==> src/rtl/mem_defer_pkg.sv <==
package mem_defer_pkg;
    // Requesters on the shared byte bus, lowest index wins
    localparam int SRC_ROM = 0;
    localparam int SRC_WR  = 1;
    localparam int SRC_RD  = 2;
    localparam int NUM_SRC = 3;
endpackage

==> src/rtl/mem_defer_countdown.sv <==
module mem_defer_countdown #(
    parameter int CNT_W = 8
) (
    input  logic             clk,
    input  logic             rst_n,
    input  logic             adv,
    input  logic [CNT_W-1:0] adv_n,
    input  logic             drain,
    input  logic             load,
    input  logic [CNT_W-1:0] load_val,
    output logic             expire
);
    logic [CNT_W-1:0] cnt_d, cnt_q, left_v;

    always_comb begin
        left_v = cnt_q;
        if (adv) left_v = (adv_n >= cnt_q) ? '0 : cnt_q - adv_n;
        if (drain) left_v = '0;
        cnt_d  = left_v;
        expire = (cnt_q != '0) && (left_v == '0);
        if (load) begin
            cnt_d  = load_val;
            expire = (load_val == '0);
        end
    end

    always_ff @(posedge clk) begin
        if (!rst_n) cnt_q <= '0;
        else        cnt_q <= cnt_d;
    end

    // advancing never raises the count (no wrap below zero)
    assert_no_underflow_R3: assert property (@(posedge clk) disable iff (!rst_n)
        (adv && !load && !drain) |=> (cnt_q <= $past(cnt_q)));
    // an empty idle counter never reports expiry
    assert_quiet_empty_R1: assert property (@(posedge clk) disable iff (!rst_n)
        (cnt_q == '0 && !load) |-> !expire);
    // a drain leaves nothing to count
    assert_drain_empty_R6: assert property (@(posedge clk) disable iff (!rst_n)
        (drain && !load) |=> (cnt_q == '0));
endmodule

==> src/rtl/mem_defer_arb.sv <==
module mem_defer_arb #(
    parameter int N = 3
) (
    input  logic [N-1:0] pend,
    input  logic [N-1:0] hold,
    output logic [N-1:0] gnt
);
    logic [N-1:0] kept;
    logic         taken;

    always_comb begin
        kept  = hold & pend;
        gnt   = '0;
        taken = 1'b0;
        if (kept != '0) begin
            gnt = kept;
        end else begin
            for (int i = 0; i < N; i++) begin
                if (pend[i] && !taken) begin
                    gnt[i] = 1'b1;
                    taken  = 1'b1;
                end
            end
        end
    end
endmodule

==> src/rtl/mem_defer_buf.sv <==
module mem_defer_buf
    import mem_defer_pkg::*;
#(
    parameter int          CNT_W    = 8,
    parameter int          BANK_W   = 8,
    parameter int          ADDR_W   = 16,
    parameter int          DATA_W   = 8,
    parameter int unsigned RAM_BASE = 32'h0070_0000
) (
    input  logic                     clk,
    input  logic                     rst_n,
    input  logic                     adv_valid,
    input  logic [CNT_W-1:0]         adv_cycles,
    input  logic [BANK_W-1:0]        rom_bank,
    input  logic                     ptr_wr,
    input  logic [ADDR_W-1:0]        ptr_data,
    input  logic [CNT_W-1:0]         rom_lat,
    input  logic                     rom_sync,
    input  logic [BANK_W-1:0]        ram_bank,
    input  logic                     ram_post,
    input  logic [ADDR_W-1:0]        ram_addr,
    input  logic [DATA_W-1:0]        ram_wdata,
    input  logic [CNT_W-1:0]         ram_lat,
    input  logic                     ram_rd,
    input  logic [ADDR_W-1:0]        ram_rd_addr,
    output logic                     rom_busy,
    output logic [DATA_W-1:0]        rom_data,
    output logic                     ram_rd_valid,
    output logic [DATA_W-1:0]        ram_rd_data,
    output logic                     bus_req,
    output logic                     bus_we,
    output logic [BANK_W+ADDR_W-1:0] bus_addr,
    output logic [DATA_W-1:0]        bus_wdata,
    input  logic [DATA_W-1:0]        bus_rdata,
    input  logic                     bus_ack
);
    localparam int BUS_AW = BANK_W + ADDR_W;
    localparam logic [BUS_AW-1:0] BASE_A = BUS_AW'(RAM_BASE);

    typedef struct packed {
        logic                rom_fetch;
        logic                wr_pend;
        logic                rd_pend;
        logic                busy;
        logic [DATA_W-1:0]   rom_data;
        logic [BUS_AW-1:0]   rom_addr;
        logic [BUS_AW-1:0]   wr_addr;
        logic [DATA_W-1:0]   wr_data;
        logic [BUS_AW-1:0]   rd_addr;
        logic                rd_valid;
        logic [DATA_W-1:0]   rd_data;
        logic [NUM_SRC-1:0]  hold;
    } st_t;

    st_t st_d, st_q;
    logic rom_exp, ram_exp;
    logic [NUM_SRC-1:0] pend, gnt;

    mem_defer_countdown #(.CNT_W(CNT_W)) u_rom_cnt (
        .clk(clk), .rst_n(rst_n), .adv(adv_valid), .adv_n(adv_cycles),
        .drain(rom_sync), .load(ptr_wr), .load_val(rom_lat), .expire(rom_exp)
    );

    mem_defer_countdown #(.CNT_W(CNT_W)) u_ram_cnt (
        .clk(clk), .rst_n(rst_n), .adv(adv_valid), .adv_n(adv_cycles),
        .drain(ram_rd), .load(ram_post), .load_val(ram_lat), .expire(ram_exp)
    );

    always_comb begin
        pend          = '0;
        pend[SRC_ROM] = st_q.rom_fetch;
        pend[SRC_WR]  = st_q.wr_pend;
        pend[SRC_RD]  = st_q.rd_pend;
    end

    mem_defer_arb #(.N(NUM_SRC)) u_arb (.pend(pend), .hold(st_q.hold), .gnt(gnt));

    always_comb begin
        bus_req   = |gnt;
        bus_we    = gnt[SRC_WR];
        bus_wdata = st_q.wr_data;
        if (gnt[SRC_ROM])     bus_addr = st_q.rom_addr;
        else if (gnt[SRC_WR]) bus_addr = st_q.wr_addr;
        else                  bus_addr = st_q.rd_addr;
    end

    always_comb begin
        st_d          = st_q;
        st_d.rd_valid = 1'b0;
        st_d.hold     = (bus_req && !bus_ack) ? gnt : '0;
        // completions
        if (gnt[SRC_ROM] && bus_ack) begin
            st_d.rom_data  = bus_rdata;
            st_d.busy      = 1'b0;
            st_d.rom_fetch = 1'b0;
        end
        if (gnt[SRC_WR] && bus_ack) st_d.wr_pend = 1'b0;
        if (gnt[SRC_RD] && bus_ack) begin
            st_d.rd_pend  = 1'b0;
            st_d.rd_valid = 1'b1;
            st_d.rd_data  = bus_rdata;
        end
        // ROM side
        if (ptr_wr) begin
            st_d.busy      = 1'b1;
            st_d.rom_addr  = {rom_bank, ptr_data};
            st_d.rom_fetch = rom_exp;
        end else if (rom_exp) begin
            st_d.rom_fetch = 1'b1;
        end
        // RAM side
        if (ram_post) begin
            st_d.wr_addr = BASE_A + {ram_bank, {ADDR_W{1'b0}}} + {{BANK_W{1'b0}}, ram_addr};
            st_d.wr_data = ram_wdata;
            st_d.wr_pend = ram_exp;
        end else if (ram_exp) begin
            st_d.wr_pend = 1'b1;
        end
        if (ram_rd) begin
            st_d.rd_pend = 1'b1;
            st_d.rd_addr = BASE_A + {ram_bank, {ADDR_W{1'b0}}} + {{BANK_W{1'b0}}, ram_rd_addr};
        end
    end

    always_ff @(posedge clk) begin
        if (!rst_n) st_q <= '0;
        else        st_q <= st_d;
    end

    assign rom_busy     = st_q.busy;
    assign rom_data     = st_q.rom_data;
    assign ram_rd_valid = st_q.rd_valid;
    assign ram_rd_data  = st_q.rd_data;

    // a single requester owns the bus
    assert_grant_onehot_R8: assert property (@(posedge clk) disable iff (!rst_n)
        $onehot0(gnt));
    // a ready ROM fetch wins when no grant is held
    assert_rom_priority_R8: assert property (@(posedge clk) disable iff (!rst_n)
        (st_q.rom_fetch && st_q.hold == '0) |-> (bus_req && !bus_we && bus_addr == st_q.rom_addr));
    // busy drops only after an acknowledged ROM fetch
    assert_busy_release_R4: assert property (@(posedge clk) disable iff (!rst_n)
        $fell(rom_busy) |-> $past(bus_req && bus_ack && gnt[SRC_ROM]));
    // an unacknowledged request is held unchanged
    assert_hold_stable_R9: assert property (@(posedge clk) disable iff (!rst_n)
        (bus_req && !bus_ack && !ptr_wr && !ram_post && !ram_rd)
        |=> (bus_req && $stable(bus_we) && $stable(bus_addr) && $stable(bus_wdata)));
    // a read result follows an acknowledged RAM read
    assert_read_result_R7: assert property (@(posedge clk) disable iff (!rst_n)
        ram_rd_valid |-> $past(bus_req && bus_ack && gnt[SRC_RD]));
endmodule

==> config.mk <==
export PLATFORM = sky130hd
export DESIGN_NAME = mem_defer_buf
export DESIGN_NICKNAME = d
export VERILOG_FILES = /design/src/rtl/mem_defer_pkg.sv /design/src/rtl/mem_defer_countdown.sv /design/src/rtl/mem_defer_arb.sv /design/src/rtl/mem_defer_buf.sv
export SDC_FILE = /design/constraint.sdc
export NUM_CORES = 1
export LEC_CHECK = 0
export ABC_AREA = 1
export ABC_CLOCK_PERIOD_IN_PS = 4000
export BUFFER_PORTS_ARGS = -buffer_cell sky130_fd_sc_hd__buf_4
export CAP_MARGIN = 20
export CORE_ASPECT_RATIO = 0.7
export CORE_UTILIZATION = 57
export DETAILED_ROUTE_END_ITERATION = 10
export PLACE_DENSITY = 0.93
export SETUP_SLACK_MARGIN = 0.1
export SLEW_MARGIN = 20
export SYNTH_ARGS = -nofsm -noshare
export SYNTH_HDL_FRONTEND = slang
export SYNTH_SLANG_ARGS = --single-unit
==> constraint.sdc <==
create_clock -name clk -period 4 [get_ports clk]
set_input_delay 0.6 -clock clk [delete_from_list [all_inputs] [get_ports clk]]
set_output_delay 0.6 -clock clk [all_outputs]
set_load 0.05 [all_outputs]
=== After elaboration in Yosys (flattened, before gate mapping) ===
Cells that the tools add are included.

* Flip-flop bits (word level): 120
* Input bits: 112
* Word-level logic and storage cells: 76

* Add/sub/neg operators: 5
* Order comparisons: 2
* Mux-type cells: 30
* Bitwise logic cells: 1
* Reduce and logical (&&, ||, !) cells: 24

{| class="wikitable"
|+ Operators with widths
! operator !! count
|-
| 8-bit two-way mux || 8
|-
| 24-bit by 16-bit adder with 24-bit output || 2
|-
| 24-bit two-way mux || 2
|-
| 8-bit logical NOT || 4
|-
| 23-bit by 24-bit adder with 24-bit output, first input constant || 1
|-
| 9-bit two-way mux || 2
|-
| 1-bit two-way mux || 17
|-
| 8-bit greater-or-equal comparator || 2
|-
| 8-bit nonzero test || 2
|-
| 8-bit subtractor || 2
|-
| 3-bit nonzero test || 3
|-
| 1-bit logical AND || 8
|-
| 2-bit nonzero test || 2
|-
| 3-bit bitwise AND || 1
|-
| 1-bit logical NOT || 3
|-
| 3-bit two-way mux || 1
|-
| 3-bit OR reduction || 1
|-
| 2-bit AND reduction || 1
|}

=== Longest topological paths before layout ===
* Depth in word-level cells: 15
* Depth in mapped cells: 17

=== Hierarchy ===
A second synthesis with hierarchy kept.

* Cell total of the unflattened synthesis: 917
* Area, all modules: 6221.0 um2

{| class="wikitable"
|+ Modules (own cells, without submodules)
! module !! times used !! cells an instance !! area each (um2) !! sequential area each (um2)
|-
| mem_defer_buf || 1 || 588 || 4327.9 || 2082.0
|-
| mem_defer_countdown || 2 || 159 || 924.6 || 160.2
|-
| mem_defer_arb || 1 || 11 || 43.8 || 0.0
|}

=== Least setup slack after synthesis ===
OpenSTA, ideal clock, no wires.

* Path kind: register -> output
* Start point: register st_q, in the netlist pend[1]
* End point: output port bus_addr[15]
* Data arrival time: 2.165 ns
* Required time: 3.400 ns
* Path slack: 1.235 ns
* Cell stages (with the launch flop): 8
* Path through: dfxtp_1 > nand2_1 > inv_1 > a31oi_2 > inv_2 > buf_1 > nor2_1 > o21ai_1

* Longest elaborated chain between the ends: 5
* Elaborated cells between the ends (all ways): 7
* Classes of those cells: 4 x mux; 1 x bitwise; 2 x reduce/logical

{| class="wikitable"
|+ Ends and longest elaborated chain
! what !! line !! text
|-
| start: declaration || mem_defer_buf.sv:55 || <nowiki>st_t st_d, st_q;</nowiki>
|-
| start signal: assignment || mem_defer_buf.sv:127 || <nowiki>else st_q <= st_d;</nowiki>
|-
| 3-bit bitwise AND / 1-bit logical AND (equally long branches) || mem_defer_arb.sv:12, mem_defer_arb.sv:19 ||
|-
| 3-bit nonzero test / 1-bit two-way mux (equally long branches) || mem_defer_arb.sv:15, mem_defer_arb.sv:19 ||
|-
| 3-bit two-way mux * || mem_defer_arb.sv:15 || <nowiki>if (kept != '0) begin</nowiki>
|-
| via bus_we || mem_defer_buf.sv:31 || <nowiki>output logic bus_we,</nowiki>
|-
| 24-bit two-way mux * || mem_defer_buf.sv:83 || <nowiki>else if (gnt[SRC_WR]) bus_addr = st_q.wr_addr;</nowiki>
|-
| 24-bit two-way mux * || mem_defer_buf.sv:82 || <nowiki>if (gnt[SRC_ROM]) bus_addr = st_q.rom_addr;</nowiki>
|-
| end: declaration || mem_defer_buf.sv:32 || <nowiki>output logic [BANK_W+ADDR_W-1:0] bus_addr,</nowiki>
|}

The timed path passes the listed nets; every way through them passes the cells marked *.

=== Final worst setup path ===
* Start point: register st_q, in the netlist pend[1]
* End point: output port bus_addr[1]

* Longest elaborated chain between the ends: 5
* Elaborated cells between the ends (all ways): 7
* Classes of those cells: 4 x mux; 1 x bitwise; 2 x reduce/logical

{| class="wikitable"
|+ Ends and longest elaborated chain
! what !! line
|-
| 3-bit bitwise AND / 1-bit logical AND (equally long branches) || mem_defer_arb.sv:12, mem_defer_arb.sv:19
|-
| 3-bit nonzero test / 1-bit two-way mux (equally long branches) || mem_defer_arb.sv:15, mem_defer_arb.sv:19
|-
| 3-bit two-way mux * || mem_defer_arb.sv:15
|-
| 24-bit two-way mux || mem_defer_buf.sv:83
|-
| 24-bit two-way mux * || mem_defer_buf.sv:82
|}

Every way passes the cells marked *; elsewhere a longest branch is shown, timed or not.

==> run_results.csv <==
group,metric,value,unit
outcome,status,"complete, but fails checks",
outcome,violations,"design-rule violations",
power,p_leak,3.82,nW
place,io_buffers,163,
floorplanning,rows,31,
critical_path,end_kind,"primary output",
detailed_routing,ant_nets,0,
floorplanning,die_h,88.3,um
finish,n_antenna_cell,0,
detailed_routing,firstDrtPassIters,8,
critical_path,cp_max_fo,26,
critical_path,start_kind,"flop",
hold_path,hold_depth,2,
sta,setup_violations,0,
sta,hold_viol,0,
sta,fin_setup_tns,0,ns
finish,nets,1148,
clock_tree,cts_max_level,4,
finish,drive_gt1_share,22.0,%
logic_synthesis,ys_seq_elements,120,
sta,min_period,2.93,ns
clock_tree,ctsResizeCount,0,
critical_path,required,3.40,ns
global_route,grt-ovfl-total,0,
sta,tightest_slew,0.921,ns
clock_tree,post_cts_buffers,0,
sta,finalCritPeriodShare,73.3,%
global_route,grt_pass1_wl,27300,um
place,hpwl,12400,um
logic_synthesis,yosysWarnings,0,
sta,rsz0062_at_grt,"false",
logic_synthesis,ys_seq_area_share,39.7,%
detailed_routing,vias_per_cell,5.47,
clock_tree,clk_latency,0.41,ns
detailed_routing,vias,6357,
finish,finalNonFillerCells,1162,
logic_synthesis,synth.cell_area,6060,um^2
global_route,grt_start_max_net_pins,110,
clock_tree,clkTransAtPathRegs,0.06,ns
flow_run,cap_violations,0,
logic_synthesis,ys.flop_type,"dfxtp_1",
finish,final_util,75.3,%
floorplanning,io-pin-count,164,
floorplanning,core_area,10400,um^2
critical_path,path_class,"reg -> out",
logic_synthesis,async_reset_ff_share,0,%
hold_path,holdCritPathClass,"in -> reg",
logic_synthesis,synthCells,897,
clock_tree,cts-hold-fix-buffers,0,
detailed_routing,wl_per_cell,15.4,um
clock_tree,clock_sinks,120,
logic_synthesis,syn_area_per_cell,6.75,um^2
finish,multiInputGateArea,3070,um^2
place,dp_cells,1129,
finish,seqCellArea,2400,um^2
logic_synthesis,yosysUniqueCellTypes,38,
critical_path,reg2reg_depth,8,
sta,relSlewSlack,38.6,%
finish,final_area,7800,um^2
power,powerDensity,485,nW/um^2
floorplanning,die-area,11100,um^2
floorplanning,dieWidth,125,um
sta,clock.fmax,0.341,GHz
logic_synthesis,syn-num-nets,1028,
power,peakVddDrop,0.361,mV
finish,fillCellCount,784,
clock_tree,cts_buffers,17,
floorplanning,start_util,58.5,%
finish,area_growth_syn_to_layout,28.7,%
clock_tree,cts_buffer_depth,2,
place,gp_congestion,0.928,
global_route,grtUsageTotal,31.7,%
detailed_routing,postRouteWirelength,17900,um
clock_tree,clockRootBuffer,"clkbuf_16",
global_route,grt_pass1_vias,5558,
detailed_routing,drc,18,
logic_synthesis,synth_edf_count,0,
critical_path,arrival,2.33,ns
place,place_area,7130,um^2
detailed_routing,dr.first_iter.drc_count,717,
global_route,antenna_found_initial,0,
power,total_power,3.78,mW
sta,finalClockSkew,0.00591,ns
sta,maxSlewViolCount,0,
clock_tree,cts_tree,"done",
critical_path,rrSetupSlack,1.85,ns
==> layout by cell type, fill, tap and decap left out, types with 2 or more instances in the layout <==
cell type	n
a21oi_1	33
a21oi_2	2
buf_4	167
bufinv_16	4
clkbuf_16	17
clkinv_1	2
clkinv_4	4
clkinvlp_4	3
dfxtp_1	120
fa_1	2
ha_1	17
inv_1	56
inv_2	5
inv_6	2
nand2_1	137
nand2_2	7
nand3_1	17
nand3_2	2
nand3b_1	3
nand4_1	2
nor2_1	225
nor2_2	4
nor2_4	3
nor3_1	4
nor4_1	7
o21ai_0	131
o21ai_1	34
xor2_1	5
==> final cells by class <==
cell class,count,area share (%)
Inverter,64,3.11
Tap cell,132,2.12
Multi-Input combinational cell,646,39.3
Sequential cell,120,30.8
Timing Repair Buffer,168,16.4
Clock buffer,19,5.68
Clock inverter,13,2.50
==> power breakdown <==
part | switching [mW] | internal [mW] | total (mW) | leakage [nW]
sequential | 0.0567 | 1.28 | 1.33 | 0.995
combinational | 0.530 | 0.281 | 0.811 | 2.52
clock | 0.568 | 1.07 | 1.63 | 0.300
total | 1.15 | 2.63 | 3.78 | 3.82
==> per-layer routing <==
metal | part of all wire (%) | track usage [%]
met1 | 46 | 44.9
met3 | 9.3 | 7.74
met5 | 0 | 0
met4 | 2.5 | 10.9
met2 | 42 | 47.4
==> path summary, 6_finish.rpt <==
| path | from | end |
|---|---|---|
| min | bus_ack | st_q[0] |
| min reg2reg | st_q[26] | st_q[26] |
| max reg2reg | pend[1] | pend[0] |
| max | pend[1] | bus_addr[1] |
==> sequential cells by signal, indices dropped and copies added (netlist names) <==
| name | flops |
|---|---|
| st_q | 75 |
| u_rom_cnt.cnt_q | 8 |
| bus_wdata | 8 |
| rom_data | 8 |
| u_ram_cnt.cnt_q | 8 |
| pend | 3 |
| ram_rd_data | 8 |
| rom_busy | 1 |
| ram_rd_valid | 1 |
==> critical path, stage by stage, from the launching register on <==
cell and delay [ns]:
dfxtp_1 0.35, nand2_1 0.09, nand2_1 0.09, a21oi_4 0.50, inv_2 0.32, o21ai_0 0.23, o21ai_0 0.13, buf_4 0.20
==> cell usage after synthesis (all sizes together) (2+ instances only) <==
master / count / area [um^2]
a21oi: 36 / 199
buf: 31 / 210
clkbuf: 36 / 135
dfxtp: 120 / 2400
fa: 2 / 40.0
ha: 17 / 213
inv: 63 / 239
nand2: 144 / 558
nand3: 19 / 105
nand3b: 3 / 22.5
nand4: 3 / 25.0
nor2: 232 / 903
nor3: 4 / 20.0
nor4: 7 / 43.8
o21ai: 165 / 826
or2: 2 / 12.5
xor2: 5 / 43.8
==> per-stage QoR <==
stage | setup slack [ns] | hold slack [ns]
2_1_floorplan | 1.24 | 0.453
3_3_place_gp | 1.60 | 0.461
3_5_place_dp | 1.52 | 0.475
4_1_cts | 1.08 | 0.384
5_1_grt | 0.843 | 0.392
6_report | 1.07 | 0.395
==> cell families after synthesis <==
logic type | count (synthesis) | synth area share, %
and+or+nand+nor | 415 | 28.0
AOI/OAI and AO/OA | 206 | 17.6
buffers and inverters | 131 | 9.71
DFF | 120 | 39.7
adders and majority gates | 19 | 4.17
xor gates and xnor gates | 6 | 0.867
Note: power is estimated with default switching activity, not from simulation.
